`config.mk`:
```
export PLATFORM = sky130hd
export DESIGN_NAME = nco_frac_div
export DESIGN_NICKNAME = d
export VERILOG_FILES = /design/src/rtl/nco_pkg.sv /design/src/rtl/nco_regs.sv /design/src/rtl/nco_accum.sv /design/src/rtl/nco_period.sv /design/src/rtl/nco_frac_div.sv
export SDC_FILE = /design/constraint.sdc
export NUM_CORES = 1
export LEC_CHECK = 0
export ABC_CLOCK_PERIOD_IN_PS = 4200
export BUFFER_PORTS_ARGS = -buffer_cell sky130_fd_sc_hd__buf_2
export CORE_MARGIN = 2
export CORE_UTILIZATION = 40
export CTS_BUF_LIST = sky130_fd_sc_hd__clkbuf_16
export DETAILED_ROUTE_END_ITERATION = 16
export SYNTH_ARGS = -nofsm -noshare
export SYNTH_HDL_FRONTEND = slang
export SYNTH_SLANG_ARGS = --single-unit
```
`constraint.sdc`:
```
create_clock -name clk -period 4.2 [get_ports clk]
set_clock_uncertainty 0.2 [all_clocks]
set_input_delay 0.21 -clock clk [delete_from_list [all_inputs] [get_ports clk]]
set_output_delay 0.21 -clock clk [all_outputs]
set_load 0.1 [all_outputs]
```
`src/rtl/nco_pkg.sv`:
```
// Package: shared register offsets for the fractional divider channel.
// Assumes byte addressing of 32-bit words on a 5-bit offset bus.
package nco_pkg;
    localparam int OFS_W = 5;

    typedef enum logic [OFS_W-1:0] {
        OFS_CTRL  = 5'd0,
        OFS_DIV   = 5'd4,
        OFS_STEPA = 5'd8,
        OFS_STEPB = 5'd12,
        OFS_SEED  = 5'd16
    } nco_ofs_e;
endpackage

```
`src/rtl/nco_regs.sv`:
```
// Register file for one divider channel: enable, raw divisor, two
// increments and the accumulator seed. It also flags the write that turns
// the channel on. Assumes single-cycle writes and combinational reads.
module nco_regs
    import nco_pkg::*;
#(
    parameter int ACC_W = 32,
    parameter int DIV_W = 13
) (
    input  logic              clk,
    input  logic              rst_n,
    input  logic              we,
    input  logic [OFS_W-1:0]  addr,
    input  logic [ACC_W-1:0]  wdata,
    output logic [ACC_W-1:0]  rdata,
    output logic              en,
    output logic              start,
    output logic [DIV_W-1:0]  div_raw,
    output logic [ACC_W-1:0]  step_a,
    output logic [ACC_W-1:0]  step_b,
    output logic [ACC_W-1:0]  seed
);
    localparam logic [ACC_W-1:0] SEED_RST = {1'b1, {(ACC_W-1){1'b0}}};

    // Purpose: detect the write that turns a stopped channel on.
    always_comb start = we && (addr == OFS_CTRL) && wdata[ACC_W-1] && !en;

    // Purpose: capture register writes.
    always_ff @(posedge clk) begin
        if (!rst_n) begin
            en      <= 1'b0;
            div_raw <= '0;
            step_a  <= '0;
            step_b  <= '0;
            seed    <= SEED_RST;
        end else if (we) begin
            case (addr)
                OFS_CTRL:  en      <= wdata[ACC_W-1];
                OFS_DIV:   div_raw <= wdata[DIV_W-1:0];
                OFS_STEPA: step_a  <= wdata;
                OFS_STEPB: step_b  <= wdata;
                OFS_SEED:  seed    <= wdata;
                default:   ;
            endcase
        end
    end

    // Purpose: return the addressed register.
    always_comb begin
        case (addr)
            OFS_CTRL:  rdata = {en, {(ACC_W-1){1'b0}}};
            OFS_DIV:   rdata = {{(ACC_W-DIV_W){1'b0}}, div_raw};
            OFS_STEPA: rdata = step_a;
            OFS_STEPB: rdata = step_b;
            OFS_SEED:  rdata = seed;
            default:   rdata = '0;
        endcase
    end
endmodule

```
`src/rtl/nco_accum.sv`:
```
// Phase accumulator: steps once per output period by one of two increments,
// chosen by its own top bit. Assumes `boundary` is high for exactly one
// cycle per period and `start` overrides it.
module nco_accum #(
    parameter int ACC_W = 32
) (
    input  logic             clk,
    input  logic             rst_n,
    input  logic             start,
    input  logic             boundary,
    input  logic [ACC_W-1:0] seed,
    input  logic [ACC_W-1:0] step_a,
    input  logic [ACC_W-1:0] step_b,
    output logic [ACC_W-1:0] acc,
    output logic             next_msb
);
    logic [ACC_W-1:0] sum;

    // Purpose: form the wrapped sum for the selected increment.
    always_comb begin
        sum      = acc + (acc[ACC_W-1] ? step_b : step_a);
        next_msb = sum[ACC_W-1];
    end

    // Purpose: load the seed on start, step at each boundary.
    always_ff @(posedge clk) begin
        if (!rst_n)        acc <= '0;
        else if (start)    acc <= seed;
        else if (boundary) acc <= sum;
    end

    // the accumulator moves only at a boundary or a start
    a_r4_acc_holds: assert property (@(posedge clk) disable iff (!rst_n)
        (!boundary && !start) |=> $stable(acc));
endmodule

```
`src/rtl/nco_period.sv`:
```
// Period counter in half input cycles. Each cycle adds two half cycles. At
// the end of a period the overshoot (0 or 1) becomes the next start
// position. Length = clamped divisor + accumulator top bit. Assumes
// MIN_DIV >= 4.
module nco_period #(
    parameter int DIV_W   = 13,
    parameter int MIN_DIV = 8
) (
    input  logic             clk,
    input  logic             rst_n,
    input  logic             en,
    input  logic             start,
    input  logic [DIV_W-1:0] div_raw,
    input  logic             seed_msb,
    input  logic             next_msb,
    output logic             boundary,
    output logic             tick,
    output logic             clk_o
);
    localparam int LEN_W = DIV_W + 1;
    localparam logic [LEN_W-1:0] LEN_MIN = LEN_W'(MIN_DIV);

    logic [LEN_W-1:0] pos, len, div_eff;
    logic [LEN_W:0]   pos_adv;

    // Purpose: clamp the programmed divisor to the legal minimum.
    always_comb begin
        div_eff = ({1'b0, div_raw} < LEN_MIN) ? LEN_MIN : {1'b0, div_raw};
    end

    // Purpose: detect the last input cycle of the current period.
    always_comb begin
        pos_adv  = {1'b0, pos} + (LEN_W+1)'(2);
        boundary = en && (pos_adv >= {1'b0, len});
    end

    // Purpose: advance the position and fix the next period length.
    always_ff @(posedge clk) begin
        if (!rst_n) begin
            pos <= '0;
            len <= LEN_MIN;
        end else if (start) begin
            pos <= '0;
            len <= div_eff + LEN_W'(seed_msb);
        end else if (boundary) begin
            pos <= LEN_W'(pos_adv - {1'b0, len});
            len <= div_eff + LEN_W'(next_msb);
        end else if (en) begin
            pos <= LEN_W'(pos_adv);
        end
    end

    // Purpose: drive the tick and the divided clock.
    always_comb begin
        tick  = en && (pos < LEN_W'(2));
        clk_o = en && (pos < (len >> 1));
    end

    // position never reaches the period length
    a_r3_pos_in_period: assert property (@(posedge clk) disable iff (!rst_n)
        en |-> (pos < len));
    // a period is never shorter than the minimum
    a_r9_len_floor: assert property (@(posedge clk) disable iff (!rst_n)
        en |-> (len >= LEN_MIN));
endmodule

```
`src/rtl/nco_frac_div.sv`:
```
// Top of one fractional divider channel: register file, period counter and
// phase accumulator. Assumes the bus is synchronous to clk.
module nco_frac_div #(
    parameter int ACC_W   = 32,
    parameter int DIV_W   = 13,
    parameter int MIN_DIV = 8
) (
    input  logic        clk,
    input  logic        rst_n,
    input  logic        bus_we,
    input  logic [4:0]  bus_addr,
    input  logic [31:0] bus_wdata,
    output logic [31:0] bus_rdata,
    output logic        nco_tick,
    output logic        nco_clk
);
    logic             en, start, boundary, next_msb;
    logic [DIV_W-1:0] div_raw;
    logic [ACC_W-1:0] step_a, step_b, seed, acc;

    nco_regs #(.ACC_W(ACC_W), .DIV_W(DIV_W)) u_regs (
        .clk(clk), .rst_n(rst_n), .we(bus_we), .addr(bus_addr),
        .wdata(bus_wdata), .rdata(bus_rdata), .en(en), .start(start),
        .div_raw(div_raw), .step_a(step_a), .step_b(step_b), .seed(seed)
    );

    nco_period #(.DIV_W(DIV_W), .MIN_DIV(MIN_DIV)) u_period (
        .clk(clk), .rst_n(rst_n), .en(en), .start(start), .div_raw(div_raw),
        .seed_msb(seed[ACC_W-1]), .next_msb(next_msb),
        .boundary(boundary), .tick(nco_tick), .clk_o(nco_clk)
    );

    nco_accum #(.ACC_W(ACC_W)) u_accum (
        .clk(clk), .rst_n(rst_n), .start(start), .boundary(boundary),
        .seed(seed), .step_a(step_a), .step_b(step_b),
        .acc(acc), .next_msb(next_msb)
    );

    // a stopped channel drives nothing
    a_r1_quiet_when_off: assert property (@(posedge clk) disable iff (!rst_n)
        !en |-> (!nco_tick && !nco_clk));
    // turning on loads the seed into the accumulator
    a_r7_seed_load: assert property (@(posedge clk) disable iff (!rst_n)
        start |=> (acc == $past(seed)));
    // every period end is followed by a tick unless the channel stops
    a_r5_tick_after_end: assert property (@(posedge clk) disable iff (!rst_n)
        (boundary && !start) |=> (!en || nco_tick));
endmodule

```
==> results of run 1 <==
==> state kept, by name, summed over array words and instances, names as in the netlist <==
register and cells:
u_regs.div_raw 13, u_accum.acc 32, u_regs.step_a 32, u_regs.seed 32
u_period.len 14, u_regs.step_b 32, u_regs.en 1, u_period.pos 14
==> power groups by stage <==
stage	Combinational (mW)	Sequential, mW	Clock (mW)
after floorplan	0.106	1.66	0
after global placement	0.178	1.67	0
after detailed placement	0.179	1.67	0
after CTS	0.204	1.63	1.67
after global routing	0.221	1.63	1.73
final	0.205	1.63	1.64
==> Yosys cell counts (5+ instances only) <==
cell,count
a21boi_0,111
mux2_2,35
o211a_1,13
and3_1,13
a31oi_1,6
nor2_1,36
o21ai_0,77
a21o_1,12
a21boi_1,26
mux2i_1,33
nor3_1,12
clkbuf_1,67
xor2_1,22
xnor2_1,28
o21a_1,7
nor2b_1,7
ha_1,60
o21ai_1,5
buf_2,8
o31a_1,6
nand4_1,9
nand2b_1,10
a21oi_1,50
a22oi_1,41
nor4_1,8
o31ai_1,11
nand3_1,23
o21bai_1,6
inv_1,36
dfxtp_1,170
nand2_1,331
and2_1,14
a211oi_1,7
==> area by class of cell <==
cell class,instances,area share [%]
clock inverter,15,1.27
inverter,36,1.01
sequential,170,25.5
clock buffer,17,3.18
timing repair buffer,195,11.1
tap,341,3.19
multi-input combinational,1087,54.7
==> worst paths after layout <==
path                                         to  slack (ns)  cells after the start
setup reg to reg   u_period.len[6]$_SDFFE_PN0P_        0.13                     19
hold / removal           u_regs.en$_SDFFE_PN0P_        0.15                      4
setup / recovery   u_period.len[6]$_SDFFE_PN0P_        0.13                     19
hold reg to reg   u_period.len[13]$_SDFFE_PN0P_        0.26                      2
==> repair_timing <==
action / in CTS / in global routing
pin swaps: 4 / 14
buffers inserted: 2 / 4
gates resized for setup: 10 / 39
endpoints found under the setup margin: 8 / 21
cloned: 0 / 0
hold buffers: 33 / 0
hold endpoints to repair: 111 / 0
==> placed cells by master, fill, tap and decap left out, types with 26 or more instances in the layout <==
cell,netlist,routed
inv_1,36,38
buf_2,8,72
dlygate4sd3_1,0,33
mux2i_1,33,33
o21ai_0,77,74
a21boi_1,26,26
xnor2_1,28,27
mux2_2,35,27
nand2_1,331,328
a21oi_1,50,50
nor2_1,36,34
ha_1,60,48
a22oi_1,41,41
dfxtp_1,170,169
buf_4,4,79
a21boi_0,111,111
==> cell families after synthesis <==
logic type	synth area share, %
fa+ha+maj	7.24
simple gates	20.3
buf+inv	4.43
flops	31.1
mux	6.63
compound gates	26.2
xor+xnor	4.01
==> per-stage QoR <==
stage | util, % | instances | setup TNS, ns
2_1_floorplan | - | 1377 | 0
3_3_place_gp | 45.1 | 1791 | -0.0517
3_5_place_dp | 45.1 | 1791 | -0.299
4_1_cts | 48.7 | 1858 | 0
5_1_grt | 49.8 | 1861 | -0.0381
6_report | 49.8 | 1861 | 0
==> layer usage <==
metal  global-route usage [%]  up-vias
met4                     7.73        0
li1                         -     5112
met5                        0        -
met2                     39.8      195
met1                     28.9     4879
met3                     3.85       60
==> tightest hold or removal path: cells and delay by family <==
kind	cells	cell delay, ns
buf+inv	1	0.16
mux	1	0.10
simple gates	2	0.28
==> results.toml, run 1 <==
[finish]
n_antenna_cell = 0
multi_input_area_sq_um = 7320
seqCellArea_sq_um = 3410
syn_to_final_growth_pct = 22.4
num-nets-final = 1609
final_area_sq_um = 13400
nFillCells = 2606
layout-drive-gt1-share_pct = 18.0

[sta]
fmax_mhz = 246
tightest_slew_ns = 0.920
holdWs_ns = 0.151
rsz0062_at_grt = "yes"
finalMaxSlewViolations = 0
finalCritPeriodShare_pct = 96.8
slew_headroom_pct = 38.7
setup_slack_ns = 0.134
setup_violations = 0
hold_violations = 0
min_period_ns = 4.07

[power]
switchingPower_mw = 0.873
fin_total_pwr_mw = 3.48
ir_worst_vdd_mv = 0.249
p_leak_nw = 5.24
powerDensity_nw_per_um2 = 260
intPower_mw = 2.60
seqPwrFrac_pct = 46.8
p_clk_share_pct = 47.3
swShare_pct = 25.1
p_comb_share_pct = 5.9

[floorplan]
pin_count = 74
start_util_pct = 40.7
die_y_um = 169
num_rows = 60
design.core.area_sq_um = 26900
die-area_sq_um = 28700
die_w_um = 169

[drt]
wire_per_inst_um = 17.7
num_vias = 10200
wl_met1_um = 15100
drc = 0
routed_wl_um = 32900
routed-wl-met3_um = 1090
vias_per_cell = 5.51
ant_nets = 0
dr.pass1.iters = 5
route.met2.wl_um = 15700
dr.max_layer_used = "met4"
first_iter_violations = 655

[synthesis]
syn_nets = 1479
yosys-top-cells-area = "dfxtp_1 (31%), nand2_1 (11%), a21boi_0 (7.6%)"
syn_inst = 1377
yosysSeqAreaShare_pct = 31.1
ys.flop_type = "dfxtp_1"
ys_types = 77
synth_seq_cells = 170
synth_top_area_cell = "dfxtp_1"
synth_area_per_cell_sq_um = 7.93
async_flop_share_pct = 0
syn_area_sq_um = 10900
synth_edf_count = 0
yosysWarnings = 0
synth_top_area_share_pct = 31.1

[cts]
clk_pin_slew_ns = 0.07
numCtsBuffers = 17
clk_latency_ns = 0.44
cts-htree-levels = 4
cts_root_buf = "clkbuf_16"
clockBufferDepth = 2
tritoncts = "built"
cts_sinks = 170

[worst_setup_path]
crit_family = "compound AO/OA/AOI/OAI gates"
arrival_ns = 4.20
start_kind = "register"
crit_chain = "buf_8, mux2_4, ha_4, nand2_2, buf_4, nor2_1, a21oi_1, buf_4, a2111oi_4, o2111ai_2, and3b_1, a211o_1, ha_4, ha_4, buf_4, nand3_2, xor2_1, nand2_1, o211a_1"
max_stage_delay_ns = 0.45
cp.required_ns = 4.33
cp_slowest_cell = "dfxtp_4"
crit_type = "reg2reg"
crit_path_end_kind = "register"
startpoint = "u_accum.acc[31]$_SDFFE_PN0P_"
path_max_fanout = 8
crit_buf_inv = 4
r2r_start = "u_accum.acc[31]$_SDFFE_PN0P_"

[worst_hold_path]
worst_hold_startpoint = "bus_we"
hold_path.class = "in2reg"

[place]
dpl.hpwl_um = 22900
pre_cts_slack_ns = -0.0822
post_dp_cell_area_sq_um = 12100
io_buffers = 73
place_congestion = 0.915

[global_routing]
grt-ovfl-total = 0
antenna_found_initial = 0
grt.total_usage_pct = 22.9
first_global_vias = 10200
grt_max_degree = 112
grt_pass1_wl_um = 52700

[job]
max_cap_violations = 0

[status]
outcome = "finished clean"
Note: power is estimated with default switching activity, not from simulation.
==> run 2, diff against run 1 <==
--- a/config.mk
+++ b/config.mk
@@ -7,10 +7,13 @@
 export LEC_CHECK = 0
 export ABC_CLOCK_PERIOD_IN_PS = 4200
 export BUFFER_PORTS_ARGS = -buffer_cell sky130_fd_sc_hd__buf_2
+export CELL_PAD_IN_SITES_DETAIL_PLACEMENT = 0
+export CELL_PAD_IN_SITES_GLOBAL_PLACEMENT = 2
 export CORE_MARGIN = 2
-export CORE_UTILIZATION = 40
+export CORE_UTILIZATION = 33
 export CTS_BUF_LIST = sky130_fd_sc_hd__clkbuf_16
 export DETAILED_ROUTE_END_ITERATION = 16
+export PLACE_DENSITY_LB_ADDON = 0.1
 export SYNTH_ARGS = -nofsm -noshare
 export SYNTH_HDL_FRONTEND = slang
 export SYNTH_SLANG_ARGS = --single-unit
==> results.toml, run 2 (synthesis gave the netlist of run 1 again) <==
[cts]
numCtsBuffers = 17
cts-htree-levels = 4
clk_latency_ns = 0.46
clockBufferDepth = 2
cts_sinks = 170
clk_pin_slew_ns = 0.08
tritoncts = "built"
cts_root_buf = "clkbuf_16"

[sta]
finalCritPeriodShare_pct = 97.0
setup_slack_ns = 0.127
min_period_ns = 4.07
hold_violations = 0
tightest_slew_ns = 0.940
setup_violations = 0
timing.setup.tns_ns = 0
finalMaxSlewViolations = 0
fmax_mhz = 246
rsz0062_at_grt = "yes"
slew_headroom_pct = 37.3
holdWs_ns = 0.135

[worst_setup_path]
path_max_fanout = 5
cp.required_ns = 4.35
start_kind = "register"
arrival_ns = 4.22
crit_family = "compound AO/OA/AOI/OAI gates"
crit_type = "reg2reg"
crit_path_end_kind = "register"
rr_worst_depth = 16
crit_buf_inv = 1
max_stage_delay_ns = 0.42
crit_chain = "buf_6, mux2_4, ha_4, nand4_1, a31oi_4, o2111ai_4, a2111oi_4, o2111ai_2, and3b_1, a211o_1, ha_4, and4_1, nand4_1, xor2_1, nand2_1, o211a_1"
r2r_slack_ns = 0.13
cp_slowest_cell = "dfxtp_4"
rr_endpoint = "u_period.len[11]$_SDFFE_PN0P_"
r2r_start = "u_accum.acc[31]$_SDFFE_PN0P_"

[floorplan]
num_rows = 66
die_w_um = 186
design.core.area_sq_um = 32500
start_util_pct = 33.6
die-area_sq_um = 34600
pin_count = 74
die_y_um = 186

[worst_hold_path]
whs_endpoint = "u_regs.en$_SDFFE_PN0P_"
whs_path_depth = 4
hold_path.class = "in2reg"
worst_hold_startpoint = "bus_we"

[drt]
routed_wl_um = 37800
wire_per_inst_um = 19.3
vias_per_cell = 5.25
num_vias = 10300
first_iter_violations = 585
dr.pass1.iters = 6
ant_nets = 0
drc = 0

[finish]
num-nets-final = 1610
syn_to_final_growth_pct = 22.6
nFillCells = 3389
layout-drive-gt1-share_pct = 17.8
fin_util_pct = 41.2
n_antenna_cell = 0
layout_common_cells = "nand2_1 (328), dfxtp_1 (169), a21boi_0 (111)"
final_common_cell = "nand2_1"
final_area_sq_um = 13400
final_cells = 1963

[place]
io_buffers = 73
dp_cells = 1896
post_dp_cell_area_sq_um = 12300
dpl.hpwl_um = 26300
pre_cts_slack_ns = -0.202
place_congestion = 0.834

[power]
powerDensity_nw_per_um2 = 257
ir_worst_vdd_mv = 0.379
p_leak_nw = 5.25
fin_total_pwr_mw = 3.44

[status]
outcome = "finished clean"

[global_routing]
grt.total_usage_pct = 22.4
first_global_vias = 10300
grt_max_degree = 60
grt_pass1_wl_um = 58800
antenna_found_initial = 0
grt-ovfl-total = 0

[job]
max_cap_violations = 0
[run 2: changes by cell type in the layout (fill, tap and decap cells not counted), sizes merged]
cell and delta:
clkinv +5, clkinvlp -3, buf +1, bufinv -1, inv -1
[run 2: area by class of cell]
| cell class | instances | area (sq um) | area share [%] |
|---|---|---|---|
| multi-input combinational | 1087 | 7260 | 54.2 |
| clock inverter | 15 | 141 | 1.06 |
| timing repair buffer | 196 | 1480 | 11.0 |
| clock buffer | 17 | 425 | 3.18 |
| inverter | 36 | 135 | 1.01 |
| sequential | 170 | 3410 | 25.4 |
| tap | 442 | 553 | 4.13 |
[run 2: repair_timing]
action	in CTS	in global routing
hold buffers	33	0
endpoints found under the setup margin	11	14
pin swaps	3	16
endpoints found under the hold margin	111	0
buffers inserted	1	1
gates resized for setup	11	29
[run 2: worst max-delay path by stage]
stage | from | to | cells after the start
detailed placement | u_accum.acc[31]$_SDFFE_PN0P_ | u_period.len[10]$_SDFFE_PN0P_ | 17
finish | u_accum.acc[31]$_SDFFE_PN0P_ | u_period.len[11]$_SDFFE_PN0P_ | 16
CTS | u_accum.acc[31]$_SDFFE_PN0P_ | u_period.len[10]$_SDFFE_PN0P_ | 17
global route | u_accum.acc[31]$_SDFFE_PN0P_ | u_period.len[10]$_SDFFE_PN0P_ | 17
global placement | u_accum.acc[31]$_SDFFE_PN0P_ | u_period.len[10]$_SDFFE_PN0P_ | 17
floorplan | u_accum.acc[31]$_SDFFE_PN0P_ | u_period.len[12]$_SDFFE_PN0P_ | 19
[run 2: worst register-to-register path, delay by kind of cell, from the launching register on]
family	cells	cell delay, ns
AOI/OAI and AO/OA	6	1.49
xor gates and xnor gates	1	0.15
adders and majority gates	2	0.51
buffers and inverters	1	0.14
DFF	1	0.42
muxes	1	0.31
and+or+nand+nor	5	0.75
[run 2: metal layers]
layer / track usage (%) / vias to the layer above / share of wire (%)
li1: - / 5130 / -
met1: 29.0 / 4999 / 47
met2: 38.5 / 143 / 48
met3: 3.91 / 27 / 3.1
met4: 5.48 / 0 / 1.4
met5: 0 / - / 0
[run 2: where the power goes]
part / total, mW / leakage (nW) / switching [mW] / internal, mW
clock network: 1.60 / 0.284 / 0.771 / 0.830
logic: 0.213 / 3.59 / 0.121 / 0.0921
registers: 1.63 / 1.37 / 0.00944 / 1.62
